`config.mk`:
```
export PLATFORM = sky130hd
export DESIGN_NAME = rat_rebuild
export DESIGN_NICKNAME = d
export VERILOG_FILES = /design/src/rtl/rr_pkg.sv /design/src/rtl/rr_walker.sv /design/src/rtl/rr_table.sv /design/src/rtl/rat_rebuild.sv
export SDC_FILE = /design/constraint.sdc
export NUM_CORES = 1
export LEC_CHECK = 0
export ABC_AREA = 1
export BUFFER_PORTS_ARGS = -buffer_cell sky130_fd_sc_hd__buf_4
export CORE_MARGIN = 4
export CORE_UTILIZATION = 48
export DETAILED_ROUTE_END_ITERATION = 10
export GPL_TIMING_DRIVEN = 0
export PLACE_DENSITY_LB_ADDON = 0.3
export SLEW_MARGIN = 10
export SYNTH_ARGS = -nofsm -noshare
export SYNTH_HDL_FRONTEND = slang
export SYNTH_SLANG_ARGS = --single-unit
```
`constraint.sdc`:
```
create_clock -name clk -period 2.4 [get_ports clk]
set_input_delay 0.48 -clock clk [delete_from_list [all_inputs] [get_ports clk]]
set_output_delay 0.48 -clock clk [all_outputs]
set_load 0.01 [all_outputs]
```
`src/rtl/rr_pkg.sv`:
```
package rr_pkg;
    typedef enum logic [1:0] {
        ST_IDLE,
        ST_COPY,
        ST_WALK,
        ST_DONE
    } rr_state_e;
endpackage

```
`src/rtl/rr_walker.sv`:
```
module rr_walker
    import rr_pkg::*;
#(
    parameter int ROB_DEPTH = 16,
    localparam int IDX_W = $clog2(ROB_DEPTH)
) (
    input  logic             clk,
    input  logic             rst_n,
    input  logic             start,
    input  logic [IDX_W-1:0] start_idx,
    input  logic [IDX_W-1:0] stop_idx,
    output logic [IDX_W-1:0] cursor,
    output logic             copy_en,
    output logic             step_en,
    output logic             busy,
    output logic             done
);
    localparam logic [IDX_W-1:0] LAST = IDX_W'(ROB_DEPTH - 1);

    rr_state_e        state, state_nx;
    logic [IDX_W-1:0] stop_q;
    logic             at_stop;

    assign at_stop = (cursor == stop_q);

    always_comb begin
        state_nx = state;
        unique case (state)
            ST_IDLE: if (start) state_nx = ST_COPY;
            ST_COPY: state_nx = ST_WALK;
            ST_WALK: if (at_stop) state_nx = ST_DONE;
            ST_DONE: state_nx = ST_IDLE;
            default: state_nx = ST_IDLE;
        endcase
    end

    always_ff @(posedge clk) begin
        if (!rst_n) begin
            state  <= ST_IDLE;
            cursor <= '0;
            stop_q <= '0;
        end else begin
            state <= state_nx;
            if (state == ST_IDLE && start) begin
                cursor <= start_idx;
                stop_q <= stop_idx;
            end else if (step_en) begin
                cursor <= (cursor == LAST) ? '0 : cursor + 1'b1;
            end
        end
    end

    always_comb begin
        copy_en = 1'b0;
        step_en = 1'b0;
        busy    = 1'b0;
        done    = 1'b0;
        unique case (state)
            ST_IDLE: ;
            ST_COPY: begin copy_en = 1'b1; busy = 1'b1; end
            ST_WALK: begin step_en = !at_stop; busy = 1'b1; end
            ST_DONE: done = 1'b1;
            default: ;
        endcase
    end

    a_r2_start_taken: assert property (@(posedge clk) disable iff (!rst_n)
        (state == ST_IDLE && start) |=> (busy && state == ST_COPY));

    a_r2_no_overlap: assert property (@(posedge clk) disable iff (!rst_n)
        !(busy && done));

    a_r7_done_single: assert property (@(posedge clk) disable iff (!rst_n)
        done |=> (!done && !busy));

    a_r8_cursor_advance: assert property (@(posedge clk) disable iff (!rst_n)
        step_en |=> (cursor == (($past(cursor) == LAST) ? '0 : $past(cursor) + 1'b1)));
endmodule

```
`src/rtl/rr_table.sv`:
```
module rr_table #(
    parameter int NUM_ARCH = 16,
    parameter int TAG_W    = 6,
    localparam int MAP_N   = NUM_ARCH + 1,
    localparam int ARCH_W  = $clog2(NUM_ARCH)
) (
    input  logic                   clk,
    input  logic                   rst_n,
    input  logic                   cp_en,
    input  logic [MAP_N*TAG_W-1:0] cp_map,
    input  logic                   wr_reg_we,
    input  logic [ARCH_W-1:0]      wr_reg_arch,
    input  logic [TAG_W-1:0]       wr_reg_tag,
    input  logic                   wr_flag_we,
    input  logic [TAG_W-1:0]       wr_flag_tag,
    output logic [MAP_N*TAG_W-1:0] map_flat
);
    for (genvar i = 0; i < MAP_N; i++) begin : g_slot
        logic             hit;
        logic [TAG_W-1:0] wdata;
        if (i < NUM_ARCH) begin : g_reg
            assign hit   = wr_reg_we && (wr_reg_arch == ARCH_W'(i));
            assign wdata = wr_reg_tag;
        end else begin : g_flag
            assign hit   = wr_flag_we;
            assign wdata = wr_flag_tag;
        end

        always_ff @(posedge clk) begin
            if (!rst_n)
                map_flat[i*TAG_W +: TAG_W] <= TAG_W'(i);
            else if (cp_en)
                map_flat[i*TAG_W +: TAG_W] <= cp_map[i*TAG_W +: TAG_W];
            else if (hit)
                map_flat[i*TAG_W +: TAG_W] <= wdata;
        end
    end

    a_r3_copy_whole: assert property (@(posedge clk) disable iff (!rst_n)
        cp_en |=> (map_flat == $past(cp_map)));

    a_r5_idle_stable: assert property (@(posedge clk) disable iff (!rst_n)
        (!cp_en && !wr_reg_we && !wr_flag_we) |=> $stable(map_flat));
endmodule

```
`src/rtl/rat_rebuild.sv`:
```
module rat_rebuild #(
    parameter int NUM_ARCH  = 16,
    parameter int TAG_W     = 6,
    parameter int ROB_DEPTH = 16,
    localparam int MAP_N    = NUM_ARCH + 1,
    localparam int ARCH_W   = $clog2(NUM_ARCH),
    localparam int IDX_W    = $clog2(ROB_DEPTH)
) (
    input  logic                   clk,
    input  logic                   rst_n,
    input  logic                   start,
    input  logic [IDX_W-1:0]       start_idx,
    input  logic [IDX_W-1:0]       stop_idx,
    input  logic [MAP_N*TAG_W-1:0] cmt_map,
    output logic [IDX_W-1:0]       rob_rd_idx,
    input  logic                   rob_reg_we,
    input  logic [ARCH_W-1:0]      rob_reg_arch,
    input  logic [TAG_W-1:0]       rob_reg_tag,
    input  logic                   rob_flag_we,
    input  logic [TAG_W-1:0]       rob_flag_tag,
    input  logic                   ren_reg_we,
    input  logic [ARCH_W-1:0]      ren_reg_arch,
    input  logic [TAG_W-1:0]       ren_reg_tag,
    input  logic                   ren_flag_we,
    input  logic [TAG_W-1:0]       ren_flag_tag,
    output logic [MAP_N*TAG_W-1:0] spec_map,
    output logic                   busy,
    output logic                   done
);
    logic              copy_en, step_en;
    logic              wr_reg_we, wr_flag_we;
    logic [ARCH_W-1:0] wr_reg_arch;
    logic [TAG_W-1:0]  wr_reg_tag, wr_flag_tag;

    rr_walker #(.ROB_DEPTH(ROB_DEPTH)) u_walk (
        .clk      (clk),
        .rst_n    (rst_n),
        .start    (start),
        .start_idx(start_idx),
        .stop_idx (stop_idx),
        .cursor   (rob_rd_idx),
        .copy_en  (copy_en),
        .step_en  (step_en),
        .busy     (busy),
        .done     (done)
    );

    // Replay owns the write port during the walk; rename owns it otherwise.
    always_comb begin
        if (step_en) begin
            wr_reg_we   = rob_reg_we;
            wr_reg_arch = rob_reg_arch;
            wr_reg_tag  = rob_reg_tag;
            wr_flag_we  = rob_flag_we;
            wr_flag_tag = rob_flag_tag;
        end else begin
            wr_reg_we   = ren_reg_we && !busy;
            wr_reg_arch = ren_reg_arch;
            wr_reg_tag  = ren_reg_tag;
            wr_flag_we  = ren_flag_we && !busy;
            wr_flag_tag = ren_flag_tag;
        end
    end

    rr_table #(.NUM_ARCH(NUM_ARCH), .TAG_W(TAG_W)) u_tab (
        .clk        (clk),
        .rst_n      (rst_n),
        .cp_en      (copy_en),
        .cp_map     (cmt_map),
        .wr_reg_we  (wr_reg_we),
        .wr_reg_arch(wr_reg_arch),
        .wr_reg_tag (wr_reg_tag),
        .wr_flag_we (wr_flag_we),
        .wr_flag_tag(wr_flag_tag),
        .map_flat   (spec_map)
    );

    a_r9_rename_blocked: assert property (@(posedge clk) disable iff (!rst_n)
        (busy && !copy_en && !step_en) |=> $stable(spec_map));

    a_r6_flag_replay: assert property (@(posedge clk) disable iff (!rst_n)
        (step_en && rob_flag_we) |=> (spec_map[NUM_ARCH*TAG_W +: TAG_W] == $past(rob_flag_tag)));
endmodule

```
==> implementation parameters <==
Parameter                              Value

Global routing
  Maximum number of pins on one net before global-route repair ... 17
  Via count of the first global-routing pass ... 6,577
  Met1 GRT Util ... 39.1%
  Initial antenna violation count ... 0
  Busiest grt layer ... met2
  Routing usage on met2 ... 50.1%
  Leftover overflow at the end of global routing ... 0
  Global-route usage over all layers ... 30.6%
  Met3 Use GR ... 5.84%
  Global-route wire length before repair ... 34,600 um

Clock tree
  Number of buffers inserted by hold repair at cts ... 0
  Cell at the root of the clock tree ... clkbuf_16
  Clock tree from TritonCTS ... done
  Level count of the clock H-tree ... 3
  Clock transition at path regs ... 0.07 ns
  Post CTS Setup Buffer Count ... 0
  Clock tree sinks ... 112
  Maximum buffer depth of the clock tree ... 2
  Clock network latency to the later pin of the worst-skew pair ... 0.36 ns
  CTS Buf Count ... 9

Timing
  Highest clock rate ... 445 MHz
  Setup repair after global routing missed its margin ... true
  Worst rel slew slack ... 57.3%
  Worst Max-Slew Pin Slew ... 0.641 ns
  Final total negative setup slack ... 0 ns
  Final setup violation count ... 0
  Number of slew-limit violations in the final report ... 0
  Post-route clock period utilization ... 93.7%
  Total count of hold-check failures in the final report ... 0
  Final Critical Period ... 2.25 ns
  Clock skew ... 0.00717 ns

Place
  Weighted congestion reported at the end of routability-driven placement ... 0.910
  Quantity of I/O buffers inserted on ports ... 256
  Sum of net half-perimeters after detailed placement ... 17,300 um
  Number of cells in the design after placement ... 1,356

Floorplan
  Area of the die ... 14,400 um2
  Row Count ... 40
  Die H ... 120 um
  Effective utilization at floorplan ... 49.6%
  Core footprint ... 12,100 um2
  DIE WIDTH ... 120 um
  Top Ports ... 257

Detailed routing
  Final antenna-violating net count ... 0
  Detailed-route wire length ... 22,600 um
  Number of vias after detailed routing ... 7,044
  DRC ... 0
  Via-per-instance ratio ... 5.13
  DRT Pass-1 Iters ... 6
  Detailed router's first-iteration violation count ... 624
  Mean routed wirelength per cell ... 16.5 um

Synth
  Number of enable flip-flop cells after synthesis ... 0
  Unique cell type count in the Yosys netlist ... 35
  Total standard cell area after synthesis ... 6010 um2
  Post-synth net total ... 1,087
  Number of instances in the synthesized netlist ... 932
  Number of warnings reported in the yosys synthesis log ... 0
  Fraction of synthesis flops using an asynchronous set or reset pin ... 0%
  Dominant register cell in the synthesized netlist ... dfxtp_1
  Per-instance average area after synthesis ... 6.45 um2
  Number of register bits inferred by synthesis ... 112
  Share of the yosys chip area belonging to registers ... 37.3%

Worst setup path
  Worst reg-to-reg setup slack ... 0.15 ns
  Startpoint of the most critical setup path ... u_walk.state[0]
  Crit path DAT ... 2.50 ns
  Setup crit start kind ... flop
  Maximum net fanout on the critical path ... 10
  Worst reg2reg path startpoint ... u_walk.state[0]
  Worst Setup End Kind ... flop
  Critical path type ... flop to flop
  Reg2Reg Capture Point ... u_tab.map_flat[26]
  Worst setup path end ... u_tab.map_flat[26]
  Length in cells of the worst reg-to-reg path ... 10
  Required time of the worst setup path ... 2.65 ns

Cells and area
  Post-layout nets ... 1,354
  Count of antenna diodes in the layout ... 0
  Synth-to-layout area growth ... 41.5%
  Fraction of layout instances using a drive strength above 1 ... 29.0%
  Post-layout instance count excluding filler cells ... 1,372

Power
  Power consumption ... 11,400 uW
  Total power density per cell area ... 1350 nW/um2
  Peak supply drop ... 771 uV
  Leakage power total ... 0.00439 uW

Flow run
  Max Cap Viol ... 0

Worst hold path
  Path class of the lowest-slack min-delay path ... input port to flop

Status
  Status ... finished clean
==> registers in the layout, summed over array words and instances, names as in the netlist <==
signal	flops
u_tab.map_flat	102
u_walk.cursor	4
u_walk.stop_q	4
u_walk.state	2
==> cells in the mapped netlist, drive strengths merged, types with 3 or more instances <==
| library cell | n | area share, % |
|---|---|---|
| o211ai | 7 | 1.1 |
| nor2 | 162 | 11 |
| o21bai | 5 | 0.75 |
| nand2 | 328 | 22 |
| o21ai | 16 | 1.5 |
| nand3 | 91 | 7.7 |
| dfxtp | 112 | 37 |
| buf | 19 | 1.7 |
| ha | 6 | 1.2 |
| a21oi | 51 | 4.6 |
| a31oi | 4 | 0.42 |
| inv | 69 | 4.4 |
| clkbuf | 23 | 1.4 |
| and2 | 3 | 0.31 |
| nand3b | 30 | 3.7 |
| nand4 | 3 | 0.31 |
==> metrics by stage <==
step	setup WS (ns)	hold slack (ns)	cell area [um2]	utilization (%)
after floorplan	0.611	0.444	6010	-
after global routing	-0.00375	0.350	8510	70.2
after detailed placement	-0.0202	0.447	8140	67.2
final	0.151	0.349	8510	70.2
after CTS	0.0263	0.341	8450	69.7
after global placement	-0.0271	0.440	8140	67.2
==> routing by layer <==
layer  up-vias  wire length [um]
li1       3472                 -
met1      3197              9290
met2       332             10800
met3        43              1930
met4         0               633
met5         -                 0
==> layout make-up <==
type / count / area, um2
fillers: 1100 / 3610
multi-input cells: 709 / 3370
flip-flops and latches: 112 / 2240
repair buffers: 256 / 1920
clock buffers: 15 / 288
inverters: 69 / 264
well taps: 168 / 210
plain buffers: 42 / 201
clock inverters: 1 / 8.76
==> critical path, cell delays in order, from the launching register on <==
cell and delay, ns:
dfxtp_1 0.33, inv_1 0.13, ha_1 0.15, buf_2 0.25
nand2_8 0.11, buf_6 0.16, buf_4 0.19, o21ai_4 0.39
inv_2 0.21, nand3_1 0.12, nand3_1 0.07
==> cells by family (layout without fill, tap and decap cells) <==
kind of cell	Yosys count	count (layout)	synth area share, %
simple gates	618	618	45.3
flops	112	112	37.3
buf+inv	111	383	7.56
compound gates	84	84	8.49
fa+ha+maj	6	6	1.25
xor+xnor	1	1	0.146
==> cell usage in the layout (no fill, tap or decap), types with 3 or more instances in the layout <==
| cell | count |
|---|---|
| nand2_1 | 308 |
| buf_4 | 258 |
| nor2_1 | 148 |
| dfxtp_1 | 112 |
| nand3_1 | 89 |
| inv_1 | 58 |
| a21oi_1 | 46 |
| nand3b_1 | 30 |
| clkbuf_1 | 19 |
| nand2_2 | 14 |
| o21ai_0 | 13 |
| inv_2 | 9 |
| clkbuf_16 | 9 |
| nor2_2 | 8 |
| buf_2 | 7 |
| clkbuf_2 | 7 |
| buf_1 | 6 |
| ha_1 | 6 |
| nand2_4 | 5 |
| nor2_4 | 5 |
| a21oi_2 | 5 |
| o211ai_1 | 4 |
| a31oi_1 | 4 |
| clkbuf_8 | 4 |
| nand4_1 | 3 |
| o21bai_1 | 3 |
| and2_1 | 3 |
==> power by group <==
group	total, uW	switching (uW)	internal [uW]	leakage, uW
combinational	6850	4220	2630	0.00332
sequential	3070	423	2640	0.000925
clock	1530	709	824	0.000146
==> worst min path at each step <==
stage | endpoint | start | cells past startpoint
final | u_tab.map_flat[93] | cmt_map[93] | 3
after global placement | u_tab.map_flat[44] | u_tab.map_flat[44] | 2
after CTS | u_tab.map_flat[44] | cmt_map[44] | 3
after floorplan | u_walk.stop_q[0] | u_walk.stop_q[0] | 2
after detailed placement | u_tab.map_flat[67] | u_tab.map_flat[67] | 2
after global routing | u_tab.map_flat[92] | cmt_map[92] | 3
==> what timing repair did <==
action | in CTS | in global routing
setup endpoints to repair | 8 | 57
gates resized for setup | 1 | 22
cloned | 0 | 0
(Power assumes the default switching activity.)
